[config.mk]
export PLATFORM = sky130hd
export DESIGN_NAME = rb_result_bank
export DESIGN_NICKNAME = d
export VERILOG_FILES = /design/src/rtl/rb_pkg.sv /design/src/rtl/rb_store.sv /design/src/rtl/rb_flags.sv /design/src/rtl/rb_irq.sv /design/src/rtl/rb_result_bank.sv
export SDC_FILE = /design/constraint.sdc
export NUM_CORES = 1
export LEC_CHECK = 0
export ABC_CLOCK_PERIOD_IN_PS = 2600
export BUFFER_PORTS_ARGS = -buffer_cell sky130_fd_sc_hd__buf_2
export CORE_MARGIN = 5
export CORE_UTILIZATION = 57
export DETAILED_ROUTE_END_ITERATION = 7
export GPL_ROUTABILITY_DRIVEN = 0
export GPL_TIMING_DRIVEN = 0
export PLACE_DENSITY_LB_ADDON = 0.15
export SKIP_CTS_REPAIR_TIMING = 1
export SLEW_MARGIN = 40
export SYNTH_ARGS = -nofsm -noshare
export SYNTH_HDL_FRONTEND = slang
export SYNTH_SLANG_ARGS = --single-unit
[constraint.sdc]
create_clock -name clk -period 2.6 [get_ports clk]
set_input_delay 0.26 -clock clk [delete_from_list [all_inputs] [get_ports clk]]
set_output_delay 0.26 -clock clk [all_outputs]
set_load 0.005 [all_outputs]
[src/rtl/rb_pkg.sv]
package rb_pkg;
  localparam int RB_DEF_NUM_CH = 6;
  localparam int RB_DEF_DATA_W = 16;

  // channel index width, never below one bit
  function automatic int rb_ch_width(input int n);
    return (n > 1) ? $clog2(n) : 1;
  endfunction
endpackage

[src/rtl/rb_store.sv]
module rb_store #(
  parameter int NUM_CH = 6,
  parameter int DATA_W = 16,
  parameter int CH_W   = 3
) (
  input  logic              clk,
  input  logic              rst_n,
  input  logic [NUM_CH-1:0] wr_vec,
  input  logic              wr_any,
  input  logic [CH_W-1:0]   wr_chan,
  input  logic [DATA_W-1:0] wr_data,
  input  logic [CH_W-1:0]   rd_sel,
  input  logic              rd_sel_ok,
  output logic [DATA_W-1:0] chan_rdata,
  output logic [DATA_W-1:0] last_data,
  output logic [CH_W-1:0]   last_chan
);
  logic [DATA_W-1:0] res_q [NUM_CH];

  for (genvar i = 0; i < NUM_CH; i++) begin : g_res
    always_ff @(posedge clk) begin
      if (!rst_n)         res_q[i] <= '0;
      else if (wr_vec[i]) res_q[i] <= wr_data;
    end
  end

  always_ff @(posedge clk) begin
    if (!rst_n) begin
      last_data <= '0;
      last_chan <= '0;
    end else if (wr_any) begin
      last_data <= wr_data;
      last_chan <= wr_chan;
    end
  end

  always_comb begin
    chan_rdata = '0;
    for (int i = 0; i < NUM_CH; i++)
      if (rd_sel_ok && (rd_sel == CH_W'(i))) chan_rdata = res_q[i];
  end
endmodule

[src/rtl/rb_flags.sv]
module rb_flags #(
  parameter int NUM_CH = 6
) (
  input  logic              clk,
  input  logic              rst_n,
  input  logic [NUM_CH-1:0] set_vec,
  input  logic [NUM_CH-1:0] clr_vec,
  input  logic              set_any,
  input  logic              clr_drdy,
  output logic [NUM_CH-1:0] eoc_q,
  output logic              drdy_q,
  output logic              dma_q
);
  logic [NUM_CH-1:0] eoc_d;
  logic              drdy_d;

  // set has priority over clear on every flag
  always_comb begin
    eoc_d  = (eoc_q & ~clr_vec) | set_vec;
    drdy_d = (drdy_q & ~clr_drdy) | set_any;
  end

  always_ff @(posedge clk) begin
    if (!rst_n) begin
      eoc_q  <= '0;
      drdy_q <= 1'b0;
      dma_q  <= 1'b0;
    end else begin
      eoc_q  <= eoc_d;
      drdy_q <= drdy_d;
      dma_q  <= drdy_d & ~drdy_q;
    end
  end
endmodule

[src/rtl/rb_irq.sv]
module rb_irq #(
  parameter int NUM_CH = 6
) (
  input  logic [NUM_CH-1:0] eoc,
  input  logic [NUM_CH-1:0] en_eoc,
  input  logic              drdy,
  input  logic              en_drdy,
  output logic              irq
);
  always_comb irq = (|(eoc & en_eoc)) | (drdy & en_drdy);
endmodule

[src/rtl/rb_result_bank.sv]
module rb_result_bank
  import rb_pkg::*;
#(
  parameter int NUM_CH = RB_DEF_NUM_CH,
  parameter int DATA_W = RB_DEF_DATA_W,
  parameter int CH_W   = rb_ch_width(NUM_CH)
) (
  input  logic              clk,
  input  logic              rst_n,
  input  logic              conv_valid,
  output logic              conv_ready,
  input  logic [CH_W-1:0]   conv_chan,
  input  logic [DATA_W-1:0] conv_data,
  input  logic              tag_en,
  input  logic              sel_we,
  input  logic [CH_W-1:0]   sel_wdata,
  input  logic              rd_chan_stb,
  output logic [DATA_W-1:0] rd_chan_data,
  input  logic              rd_last_stb,
  output logic [DATA_W-1:0] rd_last_data,
  output logic [CH_W-1:0]   rd_last_tag,
  output logic [NUM_CH-1:0] eoc_flags,
  output logic              drdy,
  input  logic [NUM_CH-1:0] irq_en_eoc,
  input  logic              irq_en_drdy,
  output logic              irq,
  output logic              dma_req
);
  localparam logic [CH_W:0] CH_LIMIT = (CH_W+1)'(NUM_CH);

  logic [CH_W-1:0]   sel_q;
  logic              sel_ok;
  logic              beat_ok;
  logic [NUM_CH-1:0] set_vec;
  logic [NUM_CH-1:0] clr_vec;
  logic [CH_W-1:0]   last_chan;

  assign conv_ready = 1'b1;

  always_ff @(posedge clk) begin
    if (!rst_n)      sel_q <= '0;
    else if (sel_we) sel_q <= sel_wdata;
  end

  always_comb begin
    sel_ok  = {1'b0, sel_q} < CH_LIMIT;
    beat_ok = conv_valid && ({1'b0, conv_chan} < CH_LIMIT);
  end

  for (genvar i = 0; i < NUM_CH; i++) begin : g_dec
    always_comb begin
      set_vec[i] = beat_ok && (conv_chan == CH_W'(i));
      clr_vec[i] = (rd_chan_stb && sel_ok && (sel_q == CH_W'(i))) ||
                   (rd_last_stb && (last_chan == CH_W'(i)));
    end
  end

  rb_store #(.NUM_CH(NUM_CH), .DATA_W(DATA_W), .CH_W(CH_W)) u_store (
    .clk        (clk),
    .rst_n      (rst_n),
    .wr_vec     (set_vec),
    .wr_any     (beat_ok),
    .wr_chan    (conv_chan),
    .wr_data    (conv_data),
    .rd_sel     (sel_q),
    .rd_sel_ok  (sel_ok),
    .chan_rdata (rd_chan_data),
    .last_data  (rd_last_data),
    .last_chan  (last_chan)
  );

  rb_flags #(.NUM_CH(NUM_CH)) u_flags (
    .clk      (clk),
    .rst_n    (rst_n),
    .set_vec  (set_vec),
    .clr_vec  (clr_vec),
    .set_any  (beat_ok),
    .clr_drdy (rd_last_stb),
    .eoc_q    (eoc_flags),
    .drdy_q   (drdy),
    .dma_q    (dma_req)
  );

  rb_irq #(.NUM_CH(NUM_CH)) u_irq (
    .eoc     (eoc_flags),
    .en_eoc  (irq_en_eoc),
    .drdy    (drdy),
    .en_drdy (irq_en_drdy),
    .irq     (irq)
  );

  assign rd_last_tag = tag_en ? last_chan : '0;
endmodule

==> metrics.cfg, run 1 <==
[finish]
register_area_mm2=0.003483
drive_gt1_share_pct=25.26
multi_input_area_mm2=0.002113
num-fill-cells=682
antenna_cells=0
num-nets-final=601
syn_to_final_growth_pct=21.84

[synth]
ys_types=49
async_flop_share_pct=0
syn_inst=466
syn-cell-area_mm2=0.005705
avgSynthCellArea_um2=12.24
yosys.area.top_type=edfxtp_1
ys.flop_type=edfxtp_1
seq_area_frac_synth_pct=61.05
syn_nets=502
synthTopCellsByArea=edfxtp_1 51%, and2_1 11%, dfxtp_1 11%
synth_edf_count=96
yosys_register_bits=126
yosysMostFrequentCell=and2_1
yosysWarnings=0
netlist_top_cells_count=99 x and2_1, 96 x edfxtp_1, 58 x nand2_1, 35 x mux2i_1, 30 x dfxtp_1
synth_top_area_share_pct=50.53

[die]
coreArea_mm2=0.009774
ioPinCount=81
placementRows=36
dieArea_mm2=0.01211
start_util_pct=58.37
fp.dieW_um=110.0
die_height_um=110.0

[clocking]
cts_tree=yes
numCtsBuffers=17
cts_root_buffer=clkbuf_8
clk_latency_ns=0.53
clock_path_buffers=2
clkSlewWorstSetupHoldPaths_ns=0.06
clock-sinks=126
htree_levels=4

[routing]
wl_mm=13.69
first_iter_violations=299
avgRoutedWirePerCell_um=19.26
drc=0
via_per_inst=5.616
drt_first_pass_iters=7
ant_nets=0
route.vias.total=3993

[worst_setup_path]
cp.buffers_inverters=3
path_max_fanout=10
r2r-start=sel_q[1]$_SDFFE_PN0P_
startpoint_type=flip-flop
crit_path_end_kind=output pin
cp_cell_sequence=buf_2 > clkbuf_1 > nand3b_1 > o21a_1 > o221ai_1 > buf_2
max_stage_delay_ns=0.47
rrSetupSlack_ns=0.93
crit_cells=6
critical-path-slowest-cell=clkbuf_1
crit_path_frequent_cell=buf_2
path_delay_family=buffers and inverters
worstPathRequired_ns=2.34
r2r_cells=5
worstReg2RegEnd=u_flags.eoc_q[2]$_SDFF_PN0_
arrival_ns=2.26
criticalPathCategory=flip-flop to output pin

[timing]
rsz0062_at_grt=no
maxSlewViolCount=0
fin_crit_sh_pct=96.87
slew_headroom_pct=51.20
timing.fmax_mhz=397.0
hold_violations=2
fin_tns_setup_ns=0
hold_slack_ns=-0.01623
setup_viol=0
min_period_ns=2.519
worst_slew_pin_slew_ns=0.7320
clock_skew_ns=0.003586

[global_route]
grt_pass1_wl_mm=21.79
grt_use_total_pct=24.74
grt_pass1_vias=4086
antenna_found_initial=0
overflow=0
grt_max_degree=17

[status]
status=finished, violations left
violations=hold timing

[pwr]
p_leak_uw=0.002692
vdd_drop_max_mv=0.5012
total_power_uw=5201
power.density_mw_per_mm2=748.2

[hold_path]
holdPathStages=3
min_path_type=input port to flip-flop
min_to=sel_q[2]$_SDFFE_PN0P_
hp-start=sel_wdata[2]

[run]
drv_cap=0

[placed_design]
portBuffers=78
place_hpwl_mm=9.810

worst max-delay path by stage:
stage | startpoint | endpoint | slack [ns]
2_1_floorplan | conv_chan[2] | u_store.res_q[1][16]$_SDFFCE_PN0P_ | 0.39
3_3_place_gp | conv_chan[1] | u_store.res_q[0][11]$_SDFFCE_PN0P_ | -0.65
3_5_place_dp | rst_n | u_store.res_q[1][2]$_SDFFCE_PN0P_ | 0.41
4_1_cts | sel_q[0]$_SDFFE_PN0P_ | rd_chan_data[7] | 0.09
5_1_grt | sel_q[0]$_SDFFE_PN0P_ | rd_chan_data[7] | 0.003
6_report | sel_q[0]$_SDFFE_PN0P_ | rd_chan_data[7] | 0.08
logic make-up after synthesis:
group                  Yosys count  share of synthesized area (%)
AOI/OAI and AO/OA               70                          8.926
other                            1                        0.06573
DFF                            126                          61.05
buffers and inverters           32                          2.719
and+or+nand+nor                202                          21.10
muxes                           35                          6.140
power breakdown:
group	switching (µW)	leakage (µW)	internal, µW
registers	44.4	0.00117	2290
logic	277	0.00121	187
clock network	877	0.000309	1520
state kept, by name, indices dropped and copies added, names as in the netlist:
signal / flops
u_flags.drdy_q: 1
u_store.last_data: 16
u_store.res_q: 96
u_flags.dma_q: 1
u_store.last_chan: 3
u_flags.eoc_q: 6
sel_q: 3
worst reg2reg max path: cells and delay by family, from the launching register on:
kind	cells	cell delay (ns)
simple gates	1	0.09
flops	1	0.35
compound gates	2	0.48
buf+inv	2	0.61
metrics by stage:
stage                     area, µm²  setup slack (ns)  hold WS (ns)  utilization [%]  std cells
final                          6952           0.08127      -0.01623            71.12        711
after global routing           6952          0.002650     0.0004601            71.12        711
after CTS                      6953           0.09371      -0.02597            71.13        712
after detailed placement       6332            0.4128        0.4478            64.78        680
after global placement         6262           -0.6476        0.4398            64.07        677
after floorplan                5705            0.3920        0.3960                -        466
layer usage:
metal	global-route usage (%)	share of wire, %
met2	38.91	49
met5	0	0
met3	6.232	6.9
met1	33.31	43
met4	9.350	1.8
cell usage in the layout, fill, tap and decap left out, types with 2 or more instances in the layout:
| cell type | n |
|---|---|
| o21ai_2 | 2 |
| nor4bb_1 | 3 |
| o221ai_1 | 16 |
| a22oi_1 | 2 |
| nand3b_1 | 16 |
| buf_4 | 8 |
| clkinv_2 | 2 |
| nand4b_1 | 2 |
| clkbuf_8 | 2 |
| mux2i_1 | 35 |
| clkbuf_16 | 20 |
| o21ai_4 | 2 |
| edfxtp_1 | 96 |
| o21a_1 | 16 |
| nand2_1 | 57 |
| nand2b_1 | 4 |
| nor3_1 | 2 |
| a21oi_1 | 19 |
| a41o_1 | 3 |
| clkinv_4 | 3 |
| buf_2 | 86 |
| inv_4 | 3 |
| dfxtp_1 | 30 |
| and2_1 | 99 |
| nor2_1 | 4 |
| clkbuf_1 | 12 |
| clkbuf_2 | 2 |
cell type report:
class | count | area share, %
Sequential cell | 126 | 50.11
Multi-Input combinational cell | 308 | 30.40
Timing Repair Buffer | 81 | 5.994
Inverter | 2 | 0.1080
Clock buffer | 22 | 7.595
Clock inverter | 10 | 1.332
Tap cell | 133 | 2.394
Buffer | 29 | 2.070
Power figures use the tool's default switching activity.
==> inputs of run 2 (changes only) <==
--- a/config.mk
+++ b/config.mk
@@ -7,8 +7,9 @@
 export LEC_CHECK = 0
 export ABC_CLOCK_PERIOD_IN_PS = 2600
 export BUFFER_PORTS_ARGS = -buffer_cell sky130_fd_sc_hd__buf_2
-export CORE_MARGIN = 5
-export CORE_UTILIZATION = 57
+export CELL_PAD_IN_SITES_DETAIL_PLACEMENT = 1
+export CELL_PAD_IN_SITES_GLOBAL_PLACEMENT = 2
+export CORE_UTILIZATION = 38
 export DETAILED_ROUTE_END_ITERATION = 7
 export GPL_ROUTABILITY_DRIVEN = 0
 export GPL_TIMING_DRIVEN = 0
==> run 2 against run 1 <==
The flow now finishes without violations. Critical path depth down 2. First-iteration DRC count is 38% lower. Flip-flop and latch count unchanged. Fmax up 3.0%.
==> metrics.cfg, run 2 (synthesized netlist as in run 1, its figures left out) <==
[finish]
syn_to_final_growth_pct=22.92
final_common_cell=and2_1
largest_reg_flops=96
postLayoutCoreUtil_pct=48.07
stdcell_area_mm2=0.007013
largest_registers=u_store.res_q: 96 flops, u_store.last_data: 16 flops, u_flags.eoc_q: 6 flops
num-nets-final=601
drive_gt1_share_pct=24.22
fin_cells=762
num-fill-cells=1555
final_cell_mix=99 x and2_1, 96 x edfxtp_1, 86 x buf_2, 57 x nand2_1, 35 x mux2i_1
regMostFlops=u_store.res_q
antenna_cells=0

[routing]
wl_mm=15.75
first_iter_violations=186
avgRoutedWirePerCell_um=20.67
route.vias.total=3952
via_per_inst=5.186
drt_first_pass_iters=4
ant_nets=0
drc=0

[timing]
fin_crit_sh_pct=94.08
worst_slew_pin_slew_ns=0.6403
clock_skew_ns=0.004664
min_period_ns=2.446
setup_viol=0
fin_ws_ns=0.1538
timing.fmax_mhz=408.8
rsz0062_at_grt=no
hold_violations=0
maxSlewViolCount=0
slew_headroom_pct=57.16
fin_tns_setup_ns=0

[die]
ioPinCount=81
fp.dieW_um=124.5
die_height_um=124.5
dieArea_mm2=0.01551
start_util_pct=39.11
coreArea_mm2=0.01459
placementRows=44

[global_route]
top_usage_layer=met2
grt_max_degree=17
grt_pass1_vias=4187
overflow=0
antenna_found_initial=0
grt_pass1_wl_mm=24.50
met3_usage_pct=4.596
use_met2_pct=35.36
grt_use_total_pct=21.56
gr-usage-met1_pct=28.29

[worst_setup_path]
startpoint_type=flip-flop
cp_cell_sequence=clkbuf_1 > clkbuf_1 > o221ai_1 > buf_2
max_stage_delay_ns=0.52
worstPathRequired_ns=2.34
rrSetupSlack_ns=0.74
r2r-start=sel_q[1]$_SDFFE_PN0P_
worstReg2RegEnd=u_flags.eoc_q[2]$_SDFF_PN0_
criticalPathCategory=flip-flop to output pin
crit_path_frequent_cell=clkbuf_1
r2r_cells=5
critical-path-slowest-cell=clkbuf_1
arrival_ns=2.19
path_max_fanout=10
crit_path_end_kind=output pin

[run]
drv_cap=0

[clocking]
clkSlewWorstSetupHoldPaths_ns=0.06
cts_tree=yes
htree_levels=4
clock_path_buffers=2
cts_root_buffer=clkbuf_16
clk_latency_ns=0.42
clock-sinks=126
numCtsBuffers=17

[status]
status=completed

[hold_path]
holdPathStages=3
min_to=sel_q[0]$_SDFFE_PN0P_
hp-start=sel_wdata[0]
min_path_type=input port to flip-flop

[placed_design]
place_area_mm2=0.006410
dp_slack_ns=0.4837
place_hpwl_mm=11.16
portBuffers=78
dp_cells=730

[pwr]
p_leak_uw=0.002680
vdd_drop_max_mv=0.3771
power.density_mw_per_mm2=743.5

[run 2: cell types whose count changed in the layout (fill, tap and decap cells not counted), sizes merged]
| cell | previous run | this run |
|---|---|---|
| clkinv | 5 | 3 |
| bufinv | 1 | 2 |
| inv | 5 | 2 |
| clkbuf | 36 | 42 |
| buf | 96 | 95 |
| clkinvlp | 1 | 0 |
[run 2: layout make-up]
cell class	instances	area [µm²]	share of cell area (%)
multi-input cells	308	2128	30.35
flip-flops and latches	126	3483	49.67
plain buffers	30	148.9	2.123
repair buffers	80	412.9	5.888
clock inverters	5	77.57	1.106
inverters	2	7.507	0.1070
clock buffers	27	524.3	7.475
well taps	184	230.2	3.283
[run 2: report_power, final]
group	switching, µW	total (µW)	internal (µW)
clock	831	2400	1570
combinational	289	476	187
sequential	46.7	2340	2290
total	1170	5210	4050
[run 2: per-stage QoR]
stage	power (µW)	hold slack, ns
after floorplan	2616	0.3960
after global placement	2831	0.4411
after detailed placement	2858	0.4485
after CTS	5271	0.08350
after global routing	5388	0.1361
final	5214	0.1040
[run 2: worst max path at each step]
stage                                      from                                  to  slack, ns  depth (start not counted)
after global placement             conv_chan[1]  u_store.res_q[0][15]$_SDFFCE_PN0P_      -0.87                          3
after floorplan                    conv_chan[2]  u_store.res_q[1][16]$_SDFFCE_PN0P_       0.39                          3
after global routing      sel_q[1]$_SDFFE_PN0P_                     rd_chan_data[8]       0.02                          6
after detailed placement                  rst_n   u_store.res_q[1][3]$_SDFFCE_PN0P_       0.48                          3
after CTS                 sel_q[1]$_SDFFE_PN0P_                     rd_chan_data[9]       0.14                          6
final                     sel_q[2]$_SDFFE_PN0P_                     rd_chan_data[8]       0.15                          4
[run 2: routing by layer]
metal  vias to the layer above  routed length, µm  share of wire (%)
li1                       1879                  -                  -
met1                      1980               7257                 46
met2                        79               7638                 49
met3                        14                662                4.2
met4                         0                190                1.2
met5                         -                  0                  0
[run 2: critical path, delay by kind of cell (launching register included)]
family,cells,cell delay [ns]
AOI/OAI and AO/OA,1,0.24
buffers and inverters,3,1.11
DFF,1,0.41
